### config.mk
export PLATFORM = sky130hd
export DESIGN_NAME = regset_walker
export DESIGN_NICKNAME = d
export VERILOG_FILES = /design/src/rtl/regset_walker_pkg.sv /design/src/rtl/rw_lowbit_finder.sv /design/src/rtl/rw_popcount.sv /design/src/rtl/rw_abus_mux.sv /design/src/rtl/regset_walker.sv
export SDC_FILE = /design/constraint.sdc
export NUM_CORES = 1
export LEC_CHECK = 0
export BUFFER_PORTS_ARGS = -buffer_cell sky130_fd_sc_hd__buf_4
export CELL_PAD_IN_SITES_DETAIL_PLACEMENT = 0
export CELL_PAD_IN_SITES_GLOBAL_PLACEMENT = 1
export CORE_ASPECT_RATIO = 0.6
export CORE_UTILIZATION = 39
export CTS_BUF_LIST = sky130_fd_sc_hd__clkbuf_4 sky130_fd_sc_hd__clkbuf_8 sky130_fd_sc_hd__clkbuf_16
export DETAILED_ROUTE_END_ITERATION = 8
export HOLD_SLACK_MARGIN = 0.05
export PLACE_DENSITY_LB_ADDON = 0.1
export SYNTH_ARGS = -nofsm -noshare
export SYNTH_HDL_FRONTEND = slang
export SYNTH_SLANG_ARGS = --single-unit
### constraint.sdc
create_clock -name clk -period 6.37 [get_ports clk]
set_input_delay 1.274 -clock clk [delete_from_list [all_inputs] [get_ports clk]]
set_output_delay 1.274 -clock clk [all_outputs]
set_load 0.02 [all_outputs]
### src/rtl/regset_walker_pkg.sv
// Package: shared operand-mode encoding for the register list walker.
package regset_walker_pkg;
    typedef enum logic [1:0] {
        ABUS_NONE   = 2'b00,
        ABUS_THREE  = 2'b01,
        ABUS_SIZE   = 2'b10,
        ABUS_SIZE3  = 2'b11
    } abus_mode_e;
endpackage

### src/rtl/rw_lowbit_finder.sv
// Module: rw_lowbit_finder
// Finds the lowest set bit of a mask. Assumes the caller ignores idx when
// none is set; idx is 0 in that case and none_o is high.
module rw_lowbit_finder #(
    parameter int LIST_W = 16,
    localparam int IDX_W = $clog2(LIST_W)
) (
    input  logic [LIST_W-1:0] mask_i,
    output logic [IDX_W-1:0]  idx_o,
    output logic              none_o
);
    // Scan from the top so the lowest set bit is the last one written.
    always_comb begin
        idx_o = '0;
        for (int i = LIST_W - 1; i >= 0; i--) begin
            if (mask_i[i]) idx_o = IDX_W'(i);
        end
    end

    // Flag an empty mask.
    assign none_o = (mask_i == '0);
endmodule

### src/rtl/rw_popcount.sv
// Module: rw_popcount
// Counts the set bits of a mask. Pure combinational; the result width holds
// LIST_W itself.
module rw_popcount #(
    parameter int LIST_W = 16,
    localparam int CNT_W = $clog2(LIST_W + 1)
) (
    input  logic [LIST_W-1:0] mask_i,
    output logic [CNT_W-1:0]  count_o
);
    // Accumulate one per set bit.
    always_comb begin
        count_o = '0;
        for (int i = 0; i < LIST_W; i++) begin
            count_o = count_o + CNT_W'(mask_i[i]);
        end
    end
endmodule

### src/rtl/rw_abus_mux.sv
// Module: rw_abus_mux
// Forms the operand bus value from the captured register count. Assumes
// count*4+3 fits in DATA_W.
module rw_abus_mux
    import regset_walker_pkg::*;
#(
    parameter int CNT_W  = 5,
    parameter int DATA_W = 32
) (
    input  logic [1:0]        sel_i,
    input  logic [CNT_W-1:0]  count_i,
    output logic [DATA_W-1:0] abus_o,
    output logic              drive_o
);
    logic [DATA_W-1:0] bytes;
    assign bytes = DATA_W'(count_i) << 2;

    // Pick the operand form selected by the mode.
    always_comb begin
        unique case (abus_mode_e'(sel_i))
            ABUS_NONE:  begin abus_o = '0;                    drive_o = 1'b0; end
            ABUS_THREE: begin abus_o = DATA_W'(3);            drive_o = 1'b1; end
            ABUS_SIZE:  begin abus_o = bytes;                 drive_o = 1'b1; end
            default:    begin abus_o = bytes | DATA_W'(3);    drive_o = 1'b1; end
        endcase
    end
endmodule

### src/rtl/regset_walker.sv
// Module: regset_walker
// Holds the pending register set of a block transfer and retires one
// register per step, lowest first. It also drives an operand derived from
// the register count captured at load. Assumes the sequencer does not
// step past empty (a step while empty is harmless).
module regset_walker
    import regset_walker_pkg::*;
#(
    parameter int LIST_W = 16,
    parameter int DATA_W = 32,
    localparam int IDX_W = $clog2(LIST_W),
    localparam int CNT_W = $clog2(LIST_W + 1)
) (
    input  logic              clk,
    input  logic              rst_n,
    input  logic              load_i,
    input  logic [15:0]       list_i,
    input  logic              step_i,
    input  logic [1:0]        abus_sel_i,
    output logic [3:0]        reg_idx_o,
    output logic              empty_o,
    output logic [31:0]       abus_o,
    output logic              abus_drive_o
);
    logic [LIST_W-1:0] pending;
    logic [CNT_W-1:0]  count;
    logic [CNT_W-1:0]  new_count;
    logic [IDX_W-1:0]  low_idx;
    logic              none;

    rw_lowbit_finder #(.LIST_W(LIST_W)) u_find (
        .mask_i (pending),
        .idx_o  (low_idx),
        .none_o (none)
    );

    rw_popcount #(.LIST_W(LIST_W)) u_cnt (
        .mask_i  (list_i),
        .count_o (new_count)
    );

    // Capture on load, else drop the presented register on a step.
    always_ff @(posedge clk) begin
        if (!rst_n) begin
            pending <= '0;
            count   <= '0;
        end else if (load_i) begin
            pending <= list_i;
            count   <= new_count;
        end else if (step_i && !none) begin
            pending[low_idx] <= 1'b0;
        end
    end

    assign reg_idx_o = low_idx;
    assign empty_o   = none;

    rw_abus_mux #(.CNT_W(CNT_W), .DATA_W(DATA_W)) u_abus (
        .sel_i   (abus_sel_i),
        .count_i (count),
        .abus_o  (abus_o),
        .drive_o (abus_drive_o)
    );

    // a load captures the population count of the mask.
    a_r2_load_count: assert property (@(posedge clk) disable iff (!rst_n)
        load_i |=> int'(count) == $countones($past(list_i)));

    // the presented register is set and nothing below it is.
    a_r3_lowest: assert property (@(posedge clk) disable iff (!rst_n)
        !empty_o |-> pending[reg_idx_o] &&
            ((pending & ((LIST_W'(1) << reg_idx_o) - LIST_W'(1))) == '0));

    // a step on a non-empty set removes exactly one register.
    a_r4_one_retired: assert property (@(posedge clk) disable iff (!rst_n)
        (step_i && !load_i && !empty_o) |=>
            $countones(pending) == $countones($past(pending)) - 1);

    // a step on an empty set leaves it empty.
    a_r5_idle_step: assert property (@(posedge clk) disable iff (!rst_n)
        (step_i && !load_i && empty_o) |=> empty_o);

    // the count only moves on a load.
    a_r11_count_held: assert property (@(posedge clk) disable iff (!rst_n)
        !load_i |=> $stable(count));

    // mode 0 leaves the operand bus undriven and zero.
    a_r7_quiet: assert property (@(posedge clk) disable iff (!rst_n)
        (abus_sel_i == 2'b00) |-> (abus_o == '0) && !abus_drive_o);
endmodule

==> impl_summary.md <==
Outcome
The run finished with clean final reports.

Cells and area
In the final layout, the multi-input gates occupy 1090 um2. The final layout contains 285 nets. The number of antenna diodes in the final layout is 0.

The sequential standard cell area is 420 um2. After routing the design area is 2010 um2. From synthesis to final layout, the design area changed by 13.4%. The fraction of layout instances using a drive strength above 1 is 0.198. The layout filler cell count is 445.

Global route
The via count of the first global-routing pass was 1,220. The number of antenna violations at the first check in global routing is 0. The pin count of the biggest net entering global routing is 29.

Summed over all layers, the global routing overflow is 0. The overall global routing resource usage is 0.194. The first global-routing pass estimated 6.60 mm of wire.

Clock network
The clock tree from TritonCTS is done. The TritonCTS sink count is 21. Post-CTS timing repair inserted 0 buffers for setup. The clock latency on the worst-skew pair is 0.26 ns. The post-cts sizing count is 0. In this run the number of H-tree levels came out at 1. The count of hold-fix buffers inserted at cts is 0. The register clock-pin slew on the reported worst setup and hold paths is 0.08 ns.

The clock passes through at most 2 buffers. The tree is rooted in a sky130_fd_sc_hd__clkbuf_8. The number of buffers added by the clock tree synthesis step is 3.

Critical path
Data on the critical path is required at its endpoint by 6.56 ns. Data arrives at the worst endpoint at 4.96 ns. The largest fanout of any net on the critical path is 2. The critical path is of the input pin to flop type.

The worst setup path is launched from an input pin. The critical path endpoint category is a flop. Setup slack on the worst reg-to-reg path comes out at 4.30 ns.

STA
The number of endpoints with negative hold slack in the final report is 0. The number of pins with negative max-slew slack in the final report was 0. The fmax is 210 MHz. The transition time of the tightest slew-check pin is 0.530 ns. Setup violations remaining at the end of the flow were counted as 0.

The worst path needs 4.76 ns of the cycle, external delays included. Headroom to the max-slew limit came out at 0.643. The maximum clock skew at final layout is 0.00161 ns. Summed over all failing endpoints, the final setup total negative slack is 0 ns.

Setup repair after global routing left no endpoint under its margin. Dividing the final minimum period by the clock period gives 0.748.

Route
The number of antenna-violating nets in the routed design is 0. Dividing the detail-routed via count by the number of cells gives 4.79. The detailed-route wire length is 4.15 mm. The total number of vias is 1,472.

The routed length per placed instance is 13.5 um. The DRC violation count after routing is 0. The detailed router's first-iteration violation count is 108. The pre-antenna-repair detailed-routing pass consisted of 4 iterations.

Pwr
The final total power is 0.496 mW. The worst-case IR drop observed on VDD is 0.000116 V. The areal power density over the cells is 247 nW/um2. For this design the static power due to leakage is 0.979 nW.

Die
The floorplan row count is 18. The placeable core area is 4230 um2. The die boundary width is 89.0 um. The starting utilization of the core area is 0.418.

The floorplan step defined a die boundary enclosing 4820 um2. From bottom edge to top edge, the die measures 54.2 um. The number of primary I/O pins is 60.

Place
The congestion estimate from routability-driven global placement came to 0.851. Input and output buffers added on the ports amount to 34. The post-detailed-placement half-perimeter wirelength is 3.38 mm. The post-placement cell area is 1960 um2.

Synthesis
The portion of synthesized area spent on multiplexers is 0.00566. Among all flip-flop cells after synthesis, the most frequent one is sky130_fd_sc_hd__dfxtp_1. A synthesized cell averages 8.15 um2. The number of synthesis warnings is 0.

Of the total synthesized cell area, the portion taken by AND, OR, NAND and NOR gates is 0.221. The share of flip-flops with an asynchronous set or reset after synthesis is 0. The synthesized design contains 0 enable-type register cells. The cell count after synthesis is 217.

The combinational family with the most area after synthesis is simple AND/OR/NAND/NOR gates. The count of different cell masters after synthesis is 53. The register bit total from synthesis is 21.

The complex-gate fraction of the synthesized area is 0.180. The summed instance area of the synthesized netlist is 1770 um2. The register area share after synthesis is 0.238.

Of the total synthesized cell area, the portion taken by XOR and XNOR cells is 0.00990. Of the total synthesized cell area, the portion taken by full adders, half adders and majority gates is 0.149.

Job
The max-capacitance violation count is 0.

Worst hold path
The path class of the tightest hold or removal check is flop to flop.
## cells in the final DEF, fill, tap and decap left out, types with 2 or more instances in the layout
cell type	netlist	routed
sky130_fd_sc_hd__o211a_1	2	2
sky130_fd_sc_hd__xnor2_1	2	2
sky130_fd_sc_hd__clkbuf_8	0	3
sky130_fd_sc_hd__dfxtp_1	21	21
sky130_fd_sc_hd__nor4_1	3	3
sky130_fd_sc_hd__inv_1	29	29
sky130_fd_sc_hd__nor2_1	8	8
sky130_fd_sc_hd__nand2b_1	2	2
sky130_fd_sc_hd__nand4_1	2	2
sky130_fd_sc_hd__nand2_1	25	25
sky130_fd_sc_hd__buf_4	26	34
sky130_fd_sc_hd__o211ai_1	3	3
sky130_fd_sc_hd__a32o_1	2	2
sky130_fd_sc_hd__ha_1	5	5
sky130_fd_sc_hd__fa_1	10	10
sky130_fd_sc_hd__and2_1	9	9
sky130_fd_sc_hd__a41oi_1	2	2
sky130_fd_sc_hd__conb_1	1	25
sky130_fd_sc_hd__or4_1	3	3
sky130_fd_sc_hd__o21ai_0	11	11
sky130_fd_sc_hd__a21oi_1	5	5
sky130_fd_sc_hd__or4_4	2	2
sky130_fd_sc_hd__nor2b_1	5	5
sky130_fd_sc_hd__or2_2	2	2
sky130_fd_sc_hd__a31oi_1	4	4
## cell families after synthesis
group,Yosys count
buffers and inverters,62
other,1
muxes,1
xor gates and xnor gates,2
AOI/OAI and AO/OA,44
DFF,21
adders and majority gates,15
and+or+nand+nor,71
## registers in the layout (all words and copies together) (netlist names)
name     flops
pending     16
count        5
## cell usage after synthesis, types with 2 or more instances
| cell type | n | area share |
|---|---|---|
| sky130_fd_sc_hd__a21oi_1 | 5 | 0.014 |
| sky130_fd_sc_hd__a31oi_1 | 4 | 0.014 |
| sky130_fd_sc_hd__a32o_1 | 2 | 0.011 |
| sky130_fd_sc_hd__a41oi_1 | 2 | 0.0099 |
| sky130_fd_sc_hd__and2_1 | 9 | 0.032 |
| sky130_fd_sc_hd__buf_4 | 26 | 0.11 |
| sky130_fd_sc_hd__buf_6 | 2 | 0.013 |
| sky130_fd_sc_hd__clkbuf_1 | 4 | 0.0085 |
| sky130_fd_sc_hd__dfxtp_1 | 21 | 0.24 |
| sky130_fd_sc_hd__fa_1 | 10 | 0.11 |
| sky130_fd_sc_hd__ha_1 | 5 | 0.035 |
| sky130_fd_sc_hd__inv_1 | 29 | 0.062 |
| sky130_fd_sc_hd__nand2_1 | 25 | 0.053 |
| sky130_fd_sc_hd__nand2b_1 | 2 | 0.0071 |
| sky130_fd_sc_hd__nand4_1 | 2 | 0.0071 |
| sky130_fd_sc_hd__nor2_1 | 8 | 0.017 |
| sky130_fd_sc_hd__nor2b_1 | 5 | 0.018 |
| sky130_fd_sc_hd__nor4_1 | 3 | 0.011 |
| sky130_fd_sc_hd__o211a_1 | 2 | 0.011 |
| sky130_fd_sc_hd__o211ai_1 | 3 | 0.013 |
| sky130_fd_sc_hd__o21ai_0 | 11 | 0.031 |
| sky130_fd_sc_hd__or2_2 | 2 | 0.0071 |
| sky130_fd_sc_hd__or4_1 | 3 | 0.013 |
| sky130_fd_sc_hd__or4_4 | 2 | 0.013 |
| sky130_fd_sc_hd__xnor2_1 | 2 | 0.0099 |
## where the power goes
part           internal, mW  leakage [nW]  switching, mW
Sequential            0.146         0.173         0.0119
Clock                0.0489        0.0262         0.0465
Combinational         0.108         0.780          0.134
## critical path, stage by stage
cell and delay (ns):
sky130_fd_sc_hd__buf_4 0.11, sky130_fd_sc_hd__ha_1 0.26, sky130_fd_sc_hd__inv_1 0.05, sky130_fd_sc_hd__fa_1 0.48, sky130_fd_sc_hd__inv_1 0.06, sky130_fd_sc_hd__fa_1 0.47, sky130_fd_sc_hd__fa_1 0.51, sky130_fd_sc_hd__inv_1 0.05
sky130_fd_sc_hd__fa_1 0.45, sky130_fd_sc_hd__fa_1 0.41, sky130_fd_sc_hd__fa_1 0.41, sky130_fd_sc_hd__nor2b_1 0.15, sky130_fd_sc_hd__o211ai_1 0.09, sky130_fd_sc_hd__a21boi_0 0.18
## through the flow
step / hold slack [ns] / setup slack, ns / utilization / instances
floorplan: 0.446 / 1.61 / - / 241
global placement: 0.459 / 1.38 / 0.462 / 303
detailed placement: 0.459 / 1.33 / 0.462 / 303
CTS: 0.477 / 1.59 / 0.474 / 307
global route: 0.524 / 1.47 / 0.474 / 307
finish: 0.477 / 1.61 / 0.474 / 307
## final timing paths
| path | start | endpoint | cells after the start |
|---|---|---|---|
| setup / recovery | list_i[0] | count[4] | 14 |
| hold / removal | count[0] | count[0] | 1 |
| setup reg to reg | pending[11] | pending[13] | 6 |
| hold reg to reg | count[0] | count[0] | 1 |
## area by class of cell
type                       count  share of cell area
clock buffer                   4              0.0243
inverter                      30              0.0561
multi-input combinational    158               0.545
sequential                    21               0.210
tap                           60              0.0374
timing repair buffer          34               0.127
## routing by layer
metal  global-route usage  share of wire  up-vias
met4               0.0238         0.0017        0
met2                0.237           0.35       54
met3               0.0445           0.10        2
li1                     -              -      740
met5                    0              0        -
met1                0.328           0.54      676
(Power assumes the default switching activity.)
